[config.mk]
export PLATFORM = sky130hd
export DESIGN_NAME = evt_ring_recorder
export DESIGN_NICKNAME = d
export VERILOG_FILES = /design/src/rtl/evt_ring_recorder.sv
export SDC_FILE = /design/constraint.sdc
export NUM_CORES = 1
export LEC_CHECK = 0
export BUFFER_PORTS_ARGS = -buffer_cell sky130_fd_sc_hd__buf_2
export CAP_MARGIN = 20
export CORE_ASPECT_RATIO = 1.75
export CORE_MARGIN = 2
export CORE_UTILIZATION = 40
export DETAILED_ROUTE_END_ITERATION = 10
export PLACE_DENSITY = 0.61
export SYNTH_ARGS = -nofsm -noshare
export SYNTH_HDL_FRONTEND = slang
export SYNTH_SLANG_ARGS = --single-unit
[constraint.sdc]
create_clock -name clk -period 18.9 [get_ports clk]
set_clock_uncertainty 0.1 [all_clocks]
set_input_delay 0.945 -clock clk [delete_from_list [all_inputs] [get_ports clk]]
set_output_delay 0.945 -clock clk [all_outputs]
set_load 0.1 [all_outputs]
[src/rtl/evt_ring_recorder.sv]
module evt_ring_recorder #(
  parameter int AW = 64,
  parameter int OW = 32,
  parameter int SW = 28,
  parameter int IW = 26,
  parameter logic [7:0] CORE_ID = 8'h03,
  parameter logic [7:0] VAL_ID = 8'd1,
  parameter logic [7:0] INS_ID = 8'd255
) (
  input  logic          clk,
  input  logic          rst_n,
  input  logic          ctl_load,
  input  logic [31:0]   ctl_flags,
  input  logic [AW-1:0] ctl_base,
  input  logic [SW-1:0] ctl_size,
  input  logic [OW-1:0] ctl_head,
  input  logic [OW-1:0] ctl_thresh,
  input  logic [IW-1:0] ctl_interval,
  input  logic [OW-1:0] sw_tail,
  input  logic          evt_valid,
  input  logic [7:0]    evt_id,
  input  logic [31:0]   evt_data1,
  input  logic [63:0]   evt_data2,
  input  logic [AW-1:0] evt_ip,
  input  logic          mem_ready,
  output logic          mem_we,
  output logic [AW-1:0] mem_addr,
  output logic [63:0]   mem_wdata,
  output logic          busy,
  output logic          active,
  output logic [OW-1:0] head_off,
  output logic [63:0]   missed_cnt,
  output logic          irq
);
  localparam int REC_BYTES = 32;
  localparam int WORDS = REC_BYTES / 8;
  localparam int BW = $clog2(WORDS);

  logic          stop_pend;
  logic [BW-1:0] beat;
  logic [IW-1:0] cnt, ivl;
  logic [31:0]   flags;
  logic [AW-1:0] base;
  logic [SW-1:0] size;
  logic [OW-1:0] thresh;
  logic [63:0]   rec [WORDS];

  wire [OW-1:0] size_w   = OW'(size);
  wire [OW-1:0] head_inc = head_off + OW'(REC_BYTES);
  wire [OW-1:0] head_nxt = (head_inc == size_w) ? '0 : head_inc;
  wire          full     = (head_nxt == sw_tail);
  wire [OW-1:0] fill     = (head_off >= sw_tail) ? head_off - sw_tail
                                                 : head_off + size_w - sw_tail;
  wire ctl_stop = ctl_load && (ctl_base == '0);
  wire wr_done  = busy && mem_ready && (beat == BW'(WORDS - 1));
  wire go_idle  = (ctl_stop || stop_pend) && (!busy || wr_done);
  wire take     = evt_valid && active && !busy && !ctl_load;
  wire is_ins   = (evt_id == INS_ID);
  wire is_val   = (evt_id == VAL_ID) && flags[1];
  wire fire     = take && (is_ins || (is_val && cnt == '0));

  assign mem_we    = busy;
  assign mem_addr  = base + AW'(head_off) + AW'({beat, 3'b000});
  assign mem_wdata = rec[beat];
  assign irq       = active && flags[31] && (fill >= thresh);

  always_ff @(posedge clk or negedge rst_n) begin
    if (!rst_n) begin
      active     <= 1'b0;
      stop_pend  <= 1'b0;
      busy       <= 1'b0;
      beat       <= '0;
      head_off   <= '0;
      missed_cnt <= '0;
      cnt        <= '0;
      ivl        <= '0;
      flags      <= '0;
      base       <= '0;
      size       <= '0;
      thresh     <= '0;
      for (int i = 0; i < WORDS; i++) rec[i] <= '0;
    end else begin
      stop_pend <= (ctl_stop || stop_pend) && !go_idle;
      if (go_idle) begin
        active <= 1'b0;
      end else if (ctl_load && !ctl_stop && !busy) begin
        active   <= 1'b1;
        flags    <= ctl_flags;
        base     <= ctl_base;
        size     <= ctl_size;
        thresh   <= ctl_thresh;
        ivl      <= ctl_interval;
        cnt      <= ctl_interval;
        head_off <= ctl_head;
      end
      if (take && is_val) cnt <= (cnt == '0) ? ivl : cnt - 1'b1;
      if (fire) begin
        if (full) begin
          missed_cnt <= missed_cnt + 64'd1;
        end else begin
          busy   <= 1'b1;
          beat   <= '0;
          rec[0] <= {evt_data1, 16'h0000, CORE_ID, evt_id};
          rec[1] <= 64'(evt_ip);
          rec[2] <= evt_data2;
          rec[3] <= 64'd0;
        end
      end
      if (busy && mem_ready) begin
        if (wr_done) begin
          busy     <= 1'b0;
          head_off <= head_nxt;
        end else begin
          beat <= beat + 1'b1;
        end
      end
    end
  end
endmodule

==> results.sh, run 1 <==
export IMPL_status="finished, final reports clean"
export IMPL_insertion_delay_ns=0.62
export IMPL_place_congestion=0.983
export IMPL_finalSetupViolations=0
export IMPL_dp_slack_ns=9.99
export IMPL_synth_top_cell_area_share_pct=38.4
export IMPL_path_depth=28
export IMPL_synthTopCellsByCount="nand2_1 (541), dfrtp_1 (448), o21ai_0 (227), inv_1 (217), ha_1 (162)"
export IMPL_yosysWarnings=0
export IMPL_hp_class="primary input to asynchronous set/reset pin"
export IMPL_drv_slew=0
export IMPL_sequentialPowerShare_pct=31.1
export IMPL_ys_flop_type="dfrtp_1"
export IMPL_max_freq_mhz=110
export IMPL_cts_tree="built"
export IMPL_initial_core_util_pct=40.2
export IMPL_crit_family="compound AO/OA/AOI/OAI gates"
export IMPL_root_buffer="clkbuf_16"
export IMPL_grt_ovfl_total=0
export IMPL_firstDrtPassIters=5
export IMPL_slowest_stage="nor4_1"
export IMPL_p_switching_mw=1.46
export IMPL_synth_edff_count=0
export IMPL_syn_inst=3219
export IMPL_grt_max_degree=116
export IMPL_yosys_area_share_adder_pct=9.36
export IMPL_cts_buffers=50
export IMPL_fin_crit_sh_pct=47.9
export IMPL_criticalPathCategory="flop to primary output"
export IMPL_coreArea_um2=72600
export IMPL_vias=26332
export IMPL_viasPerCell=5.52
export IMPL_io_buffers=616
export IMPL_async_flop_share_pct=100
export IMPL_synth_top_family_by_area="simple AND/OR/NAND/NOR gates"
export IMPL_clkSinkCount=448
export IMPL_cts_resized=0
export IMPL_fin_cells=4768
export IMPL_peakVddDrop_v=0.0000809
export IMPL_grt_setup_unrepaired="no"
export IMPL_drc=0
export IMPL_finalWirelength_um=115000
export IMPL_synth_distinct_cells=77
export IMPL_slowest_delay_ns=0.88
export IMPL_power_density_nw_per_um2=99.0
export IMPL_grt_pass1_wl_um=169000
export IMPL_syn_nets=3835
export IMPL_place_area_um2=33100
export IMPL_ioPinCount=647
export IMPL_ys_top_cells_by_area="dfrtp_1 (38%), nand2_1 (7.0%), ha_1 (7.0%)"
export IMPL_p_clk_share_pct=30.6
export IMPL_die_x_um=208
export IMPL_synth_xor_area_share_pct=7.62
export IMPL_synth_area_um2=29200
export IMPL_grt_pass1_vias=26906
export IMPL_yosys_area_top_type="dfrtp_1"
export IMPL_cp_arrival_ns=8.01
export IMPL_period_needed_ns=9.06
export IMPL_dp_hpwl_um=91000
export IMPL_cts_setup_buffers=0
export IMPL_synth_compound_area_share_pct=13.2
export IMPL_synth_simple_area_share_pct=18.2
export IMPL_cap_violations=0
export IMPL_path_buf_inv=2
export IMPL_cp_end_kind="primary output"
export IMPL_p_int_mw=2.00
export IMPL_dp_cells=4660
export IMPL_die_area_um2=75200
export IMPL_finalHoldViolCount=0
export IMPL_drive_gt1_share_pct=22.7
export IMPL_holdBufCountCts=0
export IMPL_final_cell_area_um2=34900
export IMPL_antenna_found_initial=35
export IMPL_cp_required_ns=17.85
export IMPL_avgSynthCellArea_um2=9.06
export IMPL_tightestPinTransition_ns=1.12
export IMPL_final_nets=4397
export IMPL_area_delta_synth_final_pct=19.7
export IMPL_setup_tns_final_ns=0
export IMPL_synth_seq_area_share_pct=38.4
export IMPL_synth_area_mux_share_pct=8.14
export IMPL_first_iter_violations=1541
export IMPL_ys_ff_latch=448
export IMPL_cp_common_cell="a21o_1"
export IMPL_wire_per_inst_um=24.0
export IMPL_clockBufferDepth=3
export IMPL_fp_row_count=131
export IMPL_dieHeight_um=361
export IMPL_reg2reg_depth=16
export IMPL_grt_usage_pct=30.1
export IMPL_fin_ws_ns=9.84
export IMPL_p_comb_share_pct=38.3
export IMPL_htreeDepth=2
export IMPL_p_leak_nw=17.9
export IMPL_yosysMostFrequentCell="nand2_1"
export IMPL_startpoint_type="flop"
export IMPL_cts_clk_slew_worst_paths_ns=0.06
export IMPL_slew_headroom_pct=25.2
export IMPL_cp_max_fo=54
export IMPL_switching_share_pct=42.1
export IMPL_ant_nets=0
[sequential cells by signal (all words and copies together) (netlist names)]
signal and count:
active 1, base 64, beat 2, busy 1, cnt 26, flags 2
head_off 32, ivl 26, missed_cnt 64, rec 169, size 28, stop_pend 1
thresh 32
[worst paths after layout]
path,from,end,slack (ns)
min in group clk,rec[201],rec[201],0.36
max reg2reg,head_off[5],rec[252],10.11
max in group asynchronous,rst_n,rec[233],15.33
min,rst_n,thresh[30],0.36
max,head_off[12],irq,9.84
min reg2reg,rec[201],rec[201],0.36
[routing by layer]
metal	vias to the layer above	wire, um	global-route usage (%)
li1	12361	-	-
met1	12666	41300	31.8
met5	-	218	0
met3	305	8260	7.86
met2	966	56500	53.0
met4	34	8310	19.0
[power groups by stage]
stage | Clock [mW] | Sequential (mW) | Combinational [mW]
floorplan | 0 | 1.11 | 0.923
global placement | 0 | 1.09 | 1.31
detailed placement | 0 | 1.09 | 1.32
CTS | 1.08 | 1.07 | 1.32
global route | 1.12 | 1.08 | 1.42
finish | 1.06 | 1.07 | 1.32
[stage by stage]
step | utilization (%) | total power [mW] | hold WS (ns)
after floorplan | - | 2.03 | 0.326
after global placement | 45.6 | 2.40 | 0.344
after detailed placement | 45.6 | 2.41 | 0.344
after CTS | 48.0 | 3.48 | 0.364
after global routing | 48.0 | 3.62 | 0.378
final | 48.1 | 3.45 | 0.355
[cell type report]
class                      count  area, um2
fill                        7126      37700
sequential                   448      11200
clock buffer                  67       1450
timing repair buffer         651       3350
clock inverter                25        325
antenna                       16       40.0
tap                          931       1160
inverter                     217        815
multi-input combinational   2413      16500
[cells by family after synthesis]
| family | Yosys count |
|---|---|
| simple gates | 1135 |
| mux | 216 |
| fa+ha+maj | 197 |
| flops | 448 |
| buf+inv | 358 |
| compound gates | 613 |
| xor+xnor | 252 |
[layout by cell type (no fill, tap or decap), types with 35 or more instances in the layout]
cell	n
mux2_1	75
xnor2_1	150
xor2_1	101
nand3_1	84
clkbuf_16	51
inv_1	217
mux2i_1	46
fa_1	35
nand2_1	541
nor2_1	130
dfrtp_1	447
nor3_1	114
a21o_1	49
ha_1	162
o21ai_0	227
buf_2	616
nand4_1	49
mux2_2	95
nor4_1	55
a21oi_1	123
Power figures use the tool's default switching activity.
==> run 2, diff against run 1 <==
--- a/config.mk
+++ b/config.mk
@@ -5,13 +5,14 @@
 export SDC_FILE = /design/constraint.sdc
 export NUM_CORES = 1
 export LEC_CHECK = 0
+export ABC_AREA = 1
 export BUFFER_PORTS_ARGS = -buffer_cell sky130_fd_sc_hd__buf_2
 export CAP_MARGIN = 20
 export CORE_ASPECT_RATIO = 1.75
 export CORE_MARGIN = 2
 export CORE_UTILIZATION = 40
 export DETAILED_ROUTE_END_ITERATION = 10
-export PLACE_DENSITY = 0.61
+export PLACE_DENSITY = 0.6
 export SYNTH_ARGS = -nofsm -noshare
 export SYNTH_HDL_FRONTEND = slang
 export SYNTH_SLANG_ARGS = --single-unit
==> constraint.sdc (replaced) <==
create_clock -name clk -period 8.4 [get_ports clk]
set_clock_uncertainty 0.1 [all_clocks]
set_input_delay 0.42 -clock clk [delete_from_list [all_inputs] [get_ports clk]]
set_output_delay 0.42 -clock clk [all_outputs]
set_load 0.1 [all_outputs]
==> run 2 against run 1 <==
- clock power rose by 120%
- hold slack got worse by 0.32 ns
- core utilization rose by 3.5 points
- area after synthesis rose by 7.9%
- worst setup slack got worse by 8.4 ns
- critical path type unchanged
- largest power group unchanged
- highest routed layer unchanged
==> results.sh, run 2 <==
export IMPL_die_x_um=216
export IMPL_die_area_um2=81000
export IMPL_critPathLaunch="head_off[4]"
export IMPL_slowest_stage="a21boi_0"
export IMPL_dieHeight_um=375
export IMPL_area_delta_synth_final_pct=28.3
export IMPL_synth_top_cell_area_share_pct=35.6
export IMPL_p_comb_share_pct=38.2
export IMPL_drive_gt1_share_pct=14.2
export IMPL_cts_clk_slew_worst_paths_ns=0.07
export IMPL_grt_usage_pct=29.4
export IMPL_viasPerCell=5.20
export IMPL_reg2reg_depth=25
export IMPL_slowest_delay_ns=0.63
export IMPL_path_depth=23
export IMPL_synth_edff_count=0
export IMPL_r2r_slack_ns=2.17
export IMPL_cp_arrival_ns=6.44
export IMPL_criticalPathCategory="flop to primary output"
export IMPL_synthTopCellsByCount="nand2_1 (1551), dfrtp_1 (448), inv_1 (441), nand3_1 (382), nor2_1 (321)"
export IMPL_io_buffers=616
export IMPL_fin_crit_sh_pct=82.8
export IMPL_yosys_area_top_type="dfrtp_1"
export IMPL_regArea_um2=11200
export IMPL_p_leak_nw=21.1
export IMPL_grt_setup_unrepaired="no"
export IMPL_fill_cells=7865
export IMPL_grt_max_degree=166
export IMPL_firstDrtPassIters=8
export IMPL_path_cells="inv_1 -> fa_1 -> inv_1 -> ha_1 -> a21oi_1 -> inv_1 -> a21oi_1 -> o21ai_0 -> a21boi_0 -> o21ai_0 -> nand2_1 -> nand2_1 -> a21oi_1 -> o21ai_0 -> xnor2_1 -> o21ai_0 -> ha_1 -> nand2_1 -> o21a_1 -> o2111ai_1 -> nand3_1 -> inv_1 -> buf_2"
export IMPL_synth_area_um2=31500
export IMPL_setup_tns_final_ns=0
export IMPL_sequentialPowerShare_pct=31.0
export IMPL_finalWirelength_um=122000
export IMPL_rr_startpoint="head_off[5]"
export IMPL_root_buffer="clkbuf_16"
export IMPL_max_freq_mhz=144
export IMPL_yosysMostFrequentCell="nand2_1"
export IMPL_synth_distinct_cells=48
export IMPL_tightestPinTransition_ns=1.02
export IMPL_insertion_delay_ns=0.62
export IMPL_ant_nets=0
export IMPL_slew_headroom_pct=32.1
export IMPL_top_register="rec"
export IMPL_syn_nets=5069
export IMPL_hp_class="primary input to flop"
export IMPL_cap_violations=0
export IMPL_p_clk_share_pct=30.8
export IMPL_antenna_found_initial=10
export IMPL_layout_common_cells="nand2_1 (1549), buf_2 (615), dfrtp_1 (448)"
export IMPL_drc=0
export IMPL_path_buf_inv=5
export IMPL_period_needed_ns=6.96
export IMPL_fp_row_count=136
export IMPL_syn_inst=4453
export IMPL_async_flop_share_pct=100
export IMPL_clkSinkCount=448
export IMPL_ys_top_cells_by_area="dfrtp_1 (36%), nand2_1 (19%), ha_1 (6.4%)"
export IMPL_place_congestion=0.959
export IMPL_p_int_mw=4.46
export IMPL_coreArea_um2=78300
export IMPL_avgSynthCellArea_um2=7.06
export IMPL_vias=33251
export IMPL_r2r_end="rec[253]"
export IMPL_drv_slew=0
export IMPL_initial_core_util_pct=40.2
export IMPL_ys_ff_latch=448
export IMPL_grt_ovfl_total=0
export IMPL_layout_commonest_cell="nand2_1"
export IMPL_finalSetupViolations=0
export IMPL_cp_required_ns=7.88
export IMPL_yosysWarnings=0
export IMPL_largest_reg_flops=169
export IMPL_cts_buffers=46
export IMPL_peakVddDrop_v=0.000244
export IMPL_ioPinCount=647
export IMPL_dp_hpwl_um=92600
export IMPL_cp_endpoint="irq"
export IMPL_p_switching_mw=3.23
export IMPL_crit_family="compound AO/OA/AOI/OAI gates"
export IMPL_cp_end_kind="primary output"
export IMPL_synth_seq_area_share_pct=35.6
export IMPL_htreeDepth=2
export IMPL_multi_input_area_um2=17800
export IMPL_wire_per_inst_um=19.1
export IMPL_grt_pass1_wl_um=187000
export IMPL_largestRegisters="rec: 169 flops, base: 64 flops, missed_cnt: 64 flops"
export IMPL_cts_tree="built"
export IMPL_startpoint_type="flop"
export IMPL_grt_pass1_vias=33229
export IMPL_status="finished, final reports clean"
export IMPL_timing_hold_ws_ns=0.0341
export IMPL_ys_flop_type="dfrtp_1"
export IMPL_cp_max_fo=9
export IMPL_switching_share_pct=42.0
export IMPL_finalHoldViolCount=0
export IMPL_first_iter_violations=2426
export IMPL_final_nets=5927
export IMPL_power_density_nw_per_um2=190
export IMPL_clockBufferDepth=3
==> run 2: cell count changes in the layout (fill, tap and decap cells not counted), moves of 45 or more <==
cell and change:
a21o_1 -45, dlygate4sd3_1 +329, inv_1 +223, mux2_1 -75, mux2_2 -95, nand2_1 +1008, nand3_1 +297, nand4_1 +65
nor2_1 +187, nor3_1 -54, xnor2_1 -95
==> run 2: worst min path at each step <==
stage | start | end | slack [ns] | depth (start not counted)
2_1_floorplan | rst_n | active | 0.02 | 0
3_3_place_gp | rst_n | base[44] | 0.22 | 1
3_5_place_dp | rst_n | base[44] | 0.22 | 1
4_1_cts | ctl_size[22] | size[22] | 0.01 | 3
5_1_grt | ctl_size[22] | size[22] | 0.009 | 3
6_report | ctl_head[22] | head_off[22] | 0.03 | 3
==> run 2: final cells by class <==
class / count / share of cell area, %
clock inverters: 29 / 1.09
multi-input cells: 3396 / 44.2
well taps: 1035 / 3.21
diodes: 6 / 0.0372
repair buffers: 970 / 16.4
inverters: 449 / 4.18
flip-flops and latches: 448 / 27.8
clock buffers: 57 / 3.13
==> run 2: cells by family (layout without fill, tap and decap cells) <==
| logic type | Yosys count | in the layout | share of synthesized area, % |
|---|---|---|---|
| compound gates | 500 | 500 | 8.98 |
| xor+xnor | 196 | 196 | 5.46 |
| fa+ha+maj | 197 | 197 | 8.67 |
| buf+inv | 609 | 1505 | 7.88 |
| flops | 448 | 448 | 35.6 |
| mux | 8 | 8 | 0.255 |
| other cells | 0 | 6 | 0 |
| simple gates | 2495 | 2495 | 33.1 |
==> run 2: power by group through the flow <==
stage / clock network [mW] / logic, mW / registers, mW
2_1_floorplan: 0 / 1.95 / 2.48
3_3_place_gp: 0 / 2.78 / 2.42
3_5_place_dp: 0 / 2.80 / 2.42
4_1_cts: 2.42 / 2.94 / 2.38
5_1_grt: 2.50 / 3.19 / 2.40
6_report: 2.36 / 2.94 / 2.38
==> run 2: timing repair <==
action / CTS / global route
hold buffers: 329 / 0
resized for setup: 0 / 0
buffers inserted: 0 / 0
endpoints found under the hold margin: 389 / 0
==> run 2: layer usage <==
layer | global-route usage (%) | wire length (um) | up-vias
met1 | 35.4 | 48700 | 15638
met5 | 0 | 69 | -
met4 | 13.9 | 6380 | 12
met3 | 4.76 | 7620 | 279
met2 | 51.1 | 59500 | 1131
li1 | - | - | 16191
==> run 2: metrics by stage <==
step,util (%),instance area (um2),setup slack (ns),cells,total power [mW]
after global placement,45.2,35400,2.16,5969,5.20
after global routing,51.6,40400,1.09,6386,8.08
after floorplan,-,31500,2.38,4453,4.43
after CTS,51.6,40400,1.48,6384,7.74
after detailed placement,45.2,35400,2.18,5969,5.22
final,51.6,40400,1.44,6390,7.69
==> run 2: worst register-to-register path, stage by stage, from the launching register on <==
cell,delay (ns)
dfrtp_1,0.64
ha_1,0.28
nand2_1,0.17
nor2_4,0.28
nand2_1,0.22
nor2_2,0.31
nand2_1,0.09
nand2_1,0.08
nand2_1,0.07
a21oi_1,0.26
nand3_1,0.12
nor2_1,0.14
nand2_2,0.53
buf_4,0.52
nand2_1,0.10
nand2_1,0.05
nand2_1,0.15
nand2_1,0.08
nor2_1,0.10
nand2_1,0.06
nor2_1,0.29
nand2_1,0.16
nand2_4,0.61
buf_12,0.49
nand2_1,0.16
nand2_1,0.10
